File: src/rtl/fa_pkg.sv
package fa_pkg;
  typedef enum logic [2:0] {
    FA_IDLE,
    FA_CGRST,
    FA_LOCK,
    FA_ASETTLE,
    FA_ACHECK,
    FA_SLIP,
    FA_SSETTLE,
    FA_SCHECK
  } fa_state_e;
endpackage

File: src/rtl/fa_settle_timer.sv
module fa_settle_timer #(
  parameter int unsigned CNT_W = 5
) (
  input  logic             clk,
  input  logic             rst_n,
  input  logic             load_i,
  input  logic [CNT_W-1:0] val_i,
  output logic             zero_o
);
  logic [CNT_W-1:0] cnt_q;
  logic [CNT_W-1:0] cnt_d;
  logic             cnt_en;

  always_comb begin
    cnt_en = load_i || (cnt_q != '0);
    cnt_d  = load_i ? val_i : cnt_q - CNT_W'(1);
  end

  always_ff @(posedge clk or negedge rst_n) begin
    if (!rst_n) begin
      cnt_q <= '0;
    end else if (cnt_en) begin
      cnt_q <= cnt_d;
    end
  end

  assign zero_o = (cnt_q == '0);
endmodule

File: src/rtl/fa_tap_calc.sv
module fa_tap_calc #(
  parameter int unsigned TAP_W = 5
) (
  input  logic [TAP_W-1:0] edge_tap_i,
  output logic [TAP_W-1:0] final_tap_o
);
  localparam logic [TAP_W:0] TAP_LIM = (TAP_W+1)'((1 << TAP_W) - 1);

  logic [TAP_W:0] half;
  logic [TAP_W:0] sum;

  always_comb begin
    half = ({1'b0, edge_tap_i} + (TAP_W+1)'(1)) >> 1;
    sum  = half + (TAP_W+1)'(2);
    final_tap_o = (sum > TAP_LIM) ? TAP_LIM[TAP_W-1:0] : sum[TAP_W-1:0];
  end
endmodule

File: src/rtl/frame_align_ctrl.sv
module frame_align_ctrl #(
  parameter int unsigned TAP_W      = 5,
  parameter int unsigned FRAME_W    = 4,
  parameter int unsigned PATTERN    = 12,
  parameter int unsigned MAX_SLIPS  = 4,
  parameter int unsigned SETTLE_CYC = 16,
  parameter int unsigned RST_CYC    = 4
) (
  input  logic               clk,
  input  logic               rst_n,
  input  logic               start_i,
  input  logic               lock_i,
  input  logic [FRAME_W-1:0] frame_i,
  output logic               cg_rst_o,
  output logic               slip_o,
  output logic [TAP_W-1:0]   tap_o,
  output logic               busy_o,
  output logic               done_o,
  output logic               err_o,
  output logic [FRAME_W:0]   status_o
);
  import fa_pkg::*;

  localparam int unsigned TMR_MAX = (SETTLE_CYC > RST_CYC) ? SETTLE_CYC : RST_CYC;
  localparam int unsigned CNT_W   = $clog2(TMR_MAX + 1);
  localparam int unsigned SLIP_W  = $clog2(MAX_SLIPS + 1);
  localparam logic [TAP_W-1:0]   TAP_LAST = TAP_W'((1 << TAP_W) - 1);
  localparam logic [FRAME_W-1:0] PAT      = PATTERN[FRAME_W-1:0];
  localparam logic [SLIP_W-1:0]  SLIP_LIM = SLIP_W'(MAX_SLIPS);

  fa_state_e          state_q, state_d;
  logic [TAP_W-1:0]   tap_q, tap_d;
  logic [FRAME_W-1:0] held_q, held_d;
  logic [SLIP_W-1:0]  slips_q, slips_d;
  logic               done_q, done_d;
  logic               err_q, err_d;
  logic               tmr_load;
  logic [CNT_W-1:0]   tmr_val;
  logic               tmr_zero;
  logic [TAP_W-1:0]   final_tap;

  fa_settle_timer #(.CNT_W(CNT_W)) tmr_i (
    .clk    (clk),
    .rst_n  (rst_n),
    .load_i (tmr_load),
    .val_i  (tmr_val),
    .zero_o (tmr_zero)
  );

  fa_tap_calc #(.TAP_W(TAP_W)) calc_i (
    .edge_tap_i  (tap_q),
    .final_tap_o (final_tap)
  );

  always_comb begin
    state_d  = state_q;
    tap_d    = tap_q;
    held_d   = held_q;
    slips_d  = slips_q;
    done_d   = done_q;
    err_d    = err_q;
    tmr_load = 1'b0;
    tmr_val  = CNT_W'(SETTLE_CYC);
    case (state_q)
      FA_IDLE: begin
        if (start_i) begin
          done_d   = 1'b0;
          err_d    = 1'b0;
          tmr_load = 1'b1;
          tmr_val  = CNT_W'(RST_CYC);
          state_d  = FA_CGRST;
        end
      end
      FA_CGRST: begin
        if (tmr_zero) state_d = FA_LOCK;
      end
      FA_LOCK: begin
        if (lock_i) begin
          slips_d  = '0;
          tmr_load = 1'b1;
          state_d  = FA_ASETTLE;
        end
      end
      FA_ASETTLE: begin
        if (tmr_zero) state_d = FA_ACHECK;
      end
      FA_ACHECK: begin
        if (frame_i == PAT) begin
          held_d   = frame_i;
          tap_d    = '0;
          tmr_load = 1'b1;
          state_d  = FA_SSETTLE;
        end else if (slips_q == SLIP_LIM) begin
          err_d   = 1'b1;
          state_d = FA_IDLE;
        end else begin
          state_d = FA_SLIP;
        end
      end
      FA_SLIP: begin
        slips_d  = slips_q + SLIP_W'(1);
        tmr_load = 1'b1;
        state_d  = FA_ASETTLE;
      end
      FA_SSETTLE: begin
        if (tmr_zero) state_d = FA_SCHECK;
      end
      FA_SCHECK: begin
        if (frame_i != held_q) begin
          tap_d   = final_tap;
          done_d  = 1'b1;
          state_d = FA_IDLE;
        end else if (tap_q == TAP_LAST) begin
          err_d   = 1'b1;
          state_d = FA_IDLE;
        end else begin
          tap_d    = tap_q + TAP_W'(1);
          held_d   = frame_i;
          tmr_load = 1'b1;
          state_d  = FA_SSETTLE;
        end
      end
      default: state_d = FA_IDLE;
    endcase
  end

  always_ff @(posedge clk or negedge rst_n) begin
    if (!rst_n) begin
      state_q <= FA_IDLE;
      tap_q   <= '0;
      held_q  <= '0;
      slips_q <= '0;
      done_q  <= 1'b0;
      err_q   <= 1'b0;
    end else begin
      state_q <= state_d;
      tap_q   <= tap_d;
      held_q  <= held_d;
      slips_q <= slips_d;
      done_q  <= done_d;
      err_q   <= err_d;
    end
  end

  assign cg_rst_o = (state_q == FA_CGRST);
  assign slip_o   = (state_q == FA_SLIP);
  assign busy_o   = (state_q != FA_IDLE);
  assign tap_o    = tap_q;
  assign done_o   = done_q;
  assign err_o    = err_q;
  assign status_o = {lock_i, frame_i};
endmodule

File: config.mk
export PLATFORM = sky130hd
export DESIGN_NAME = frame_align_ctrl
export DESIGN_NICKNAME = d
export VERILOG_FILES = /design/src/rtl/fa_pkg.sv /design/src/rtl/fa_settle_timer.sv /design/src/rtl/fa_tap_calc.sv /design/src/rtl/frame_align_ctrl.sv
export SDC_FILE = /design/constraint.sdc
export NUM_CORES = 1
export LEC_CHECK = 0
export BUFFER_PORTS_ARGS = -buffer_cell sky130_fd_sc_hd__buf_4
export CORE_AREA = 2 2 65 67
export DETAILED_ROUTE_END_ITERATION = 8
export DIE_AREA = 0 0 67 69
export PLACE_DENSITY_LB_ADDON = 0.08
export SLEW_MARGIN = 20
export SYNTH_ARGS = -nofsm -noshare
export SYNTH_HDL_FRONTEND = slang
export SYNTH_SLANG_ARGS = --single-unit
File: constraint.sdc
create_clock -name clk -period 2.9 [get_ports clk]
set_clock_uncertainty 0.15 [all_clocks]
set_input_delay 0.435 -clock clk [delete_from_list [all_inputs] [get_ports clk]]
set_output_delay 0.435 -clock clk [all_outputs]
set_load 0.02 [all_outputs]
==> summary.md <==
| Metric | Value |
|---|---|
| Count leader, synth | dfrtp_1 |
| Startpoint types | flip-flop |
| DPL Wire Length | 2460 µm |
| Placer Congestion | 0.763 |
| Req. time, crit path | 2910 ps |
| Crit path DAT | 2720 ps |
| Max Fclk | 0.370 GHz |
| DP Area | 1700 µm² |
| Core ar. | 3910 µm² |
| Critical path cell sequence | ha_1 > and3_1 > ha_1 > and3b_1 > o21a_1 > and3_1 > or3_4 > o31a_1 |
| # setup viols final | 0 |
| Root Driver | clkbuf_8 |
| DR DRC count | 0 |
| # fillers | 410 |
| Multi-input logic area | 850 µm² |
| Final antenna diode count | 0 |
| Later-pin clock latency in the skew report | 270 ps |
| Synth area leader | dfrtp_1 |
| Post-route ant nets | 0 |
| Slew HR | 67.6% |
| Ys Warns | 0 |
| CTS Sinks | 22 |
| Vias in the first global route | 1239 |
| WL per Instance | 14.4 µm |
| Final core utilization | 45.4% |
| Synth Flop Type | dfrtp_1 |
| Period utilisation layout | 93.2% |
| Layout Area Growth over Synthesis | 16.3% |
| Clock slew at reported path FFs | 90 ps |
| EDFF count, synth | 0 |
| Initial DRT Pass Iterations | 4 |
| NumNets Final | 200 |
| Asr flop ratio synth | 100% |
| Total congestion overflow | 0 |
| First-pass GRT wire length | 5630 µm |
| Design Power | 0.00201 W |
| Sw Ratio | 42.8% |
| Number of buffers added for setup after CTS | 0 |
| Vias | 1248 |
| Initial DRC Count | 36 |
| Sequential power share | 31.8% |
| Clock power frac | 14.6% |
| Vias per Instance | 5.33 |
| Slew @ Worst Pin | 486 ps |
| Top cells by count, synth | dfrtp_1 (22), a21oi_1 (14), nor2_1 (14) |
| Register Area | 551 µm² |
| Fin. Hold Viols | 0 |
| Kind of critical path | reg -> reg |
| Tot GR Track Use | 15.5% |
| H-tree levels | 1 |
| Pwr Density | 1130 nW/µm² |
| CTS Buf Count | 3 |
| Routed WL | 3370 µm |
| Port Buffer Count | 22 |
| Internal cell power | 0.00115 W |
| Synth Instances | 167 |
| Layout cells sized above 1 | 22.8% |
| Critical-path top delay cell | dfrtp_1 |
| I/O Pins | 23 |
| Worst-path fanout max | 6 |
| Flops & latches, synth | 22 |
| Initial antenna violation count | 0 |
| Mean area per synthesized cell | 9.15 µm² |
| Leakage power | 0.773 nW |
| Hold buffer count at CTS | 1 |
| Post_cts resized | 0 |
| Biggest cell delay along the critical path | 440 ps |
| Max-Cap Viols | 0 |
| Die area | 4620 µm² |
| CTS max path bufs | 2 |
| Yosys top cell area share | 36.0% |
| Top cells by area, synth | dfrtp_1 (36%), ha_1 (5.7%), a21oi_1 (4.6%) |
| Register area share after synthesis | 36.0% |
| Die width | 67 µm |
| Design area | 1780 µm² |
| Largest net degree at the start of global routing | 23 |
| Initial Util | 39.0% |
| Worst VDD drop | 0.424 mV |
| Setup tns final | 0 ps |
| Die H | 69 µm |
| Worst Setup End Kind | flip-flop |
| Cell variety after synth | 48 |
| # rows | 23 |
| Hold Crit Class | in -> reg |
| Run status | completed |
| Comb pwr share | 53.6% |
| CTS tree | built |
| Max Transition Viols Final | 0 |
| Mapped Area | 1530 µm² |
| RSZ-0062 raised after global routing | no |
| P_sw | 0.000862 W |
| Min cycle time layout | 2700 ps |
| Syn_nets | 182 |
==> routing by layer <==
metal | GRT usage [%] | vias to the layer above | share of wire [%]
met3 | 2.28 | 2 | 2.8
li1 | - | 635 | -
met5 | 0 | - | 0
met4 | 3.40 | 0 | 0.33
met2 | 25.3 | 13 | 49
met1 | 21.6 | 598 | 48
==> metrics by stage <==
| step | hold WS (ps) | setup slack [ps] | instances |
|---|---|---|---|
| after floorplan | -10.6 | 219 | 167 |
| after global placement | 196 | 262 | 229 |
| after detailed placement | 208 | 212 | 229 |
| after CTS | 201 | 189 | 234 |
| after global routing | 214 | 71.5 | 234 |
| final | 206 | 198 | 234 |
==> final timing paths <==
path                               start              to  slack (ps)  cells past startpoint
worst max-delay path            tap_o[0]  tmr_i.cnt_q[4]         200                      8
worst min-delay path             start_i           err_o         210                      2
worst max register to register  tap_o[0]  tmr_i.cnt_q[4]         200                      8
worst min register to register    done_o          done_o         340                      2
max in group asynchronous          rst_n        tap_o[1]        1910                      2
min in group asynchronous          rst_n      slips_q[2]         440                      2
==> flip-flops by register name (all words and copies together) (netlist names) <==
name         count
done_o           1
err_o            1
held_q           4
slips_q          3
state_q          3
tap_o            5
tmr_i.cnt_q      5
==> layout make-up <==
class	instances	area share, %
Clock inverter	1	1.69
Inverter	10	2.11
Sequential cell	22	31.0
Clock buffer	3	2.32
Multi-Input combinational cell	121	47.8
Tap cell	50	3.52
Timing Repair Buffer	27	11.5
==> worst max-delay path: cells and delay by family (launching register included) <==
kind,cells,cell delay [ps]
fa+ha+maj,2,450
simple gates,4,1070
compound gates,2,490
flops,1,440
==> power by group through the flow <==
stage / logic (W) / clock network, W / registers, W
after floorplan: 0.000873 / 0 / 0.000598
after global placement: 0.00107 / 0 / 0.000637
after detailed placement: 0.00108 / 0 / 0.000641
after CTS: 0.00109 / 0.000304 / 0.000638
after global routing: 0.00120 / 0.000317 / 0.000671
final: 0.00108 / 0.000294 / 0.000640
==> cells in the final DEF (no fill, tap or decap), types with 3 or more instances in the layout <==
cell,instances
o21ai_0,6
clkbuf_8,3
ha_1,7
a21oi_1,14
nand3_1,3
nand2b_1,3
inv_1,10
xnor2_1,4
o32ai_1,3
nand2_1,12
nor2_1,14
xor2_1,5
mux2_2,4
nor3_1,4
o21a_1,3
dfrtp_1,22
buf_4,26
==> cell families (layout without fill, tap and decap cells) <==
logic type      after synthesis  count (layout)  synth area share (%)
fa+ha+maj                     7               7                  5.73
compound gates               47              47                  22.4
simple gates                 53              53                  18.7
mux                           5               5                  3.60
flops                        22              22                  36.0
xor+xnor                      9               9                  5.16
buf+inv                      24              41                  8.35
Power figures use the tool's default switching activity.
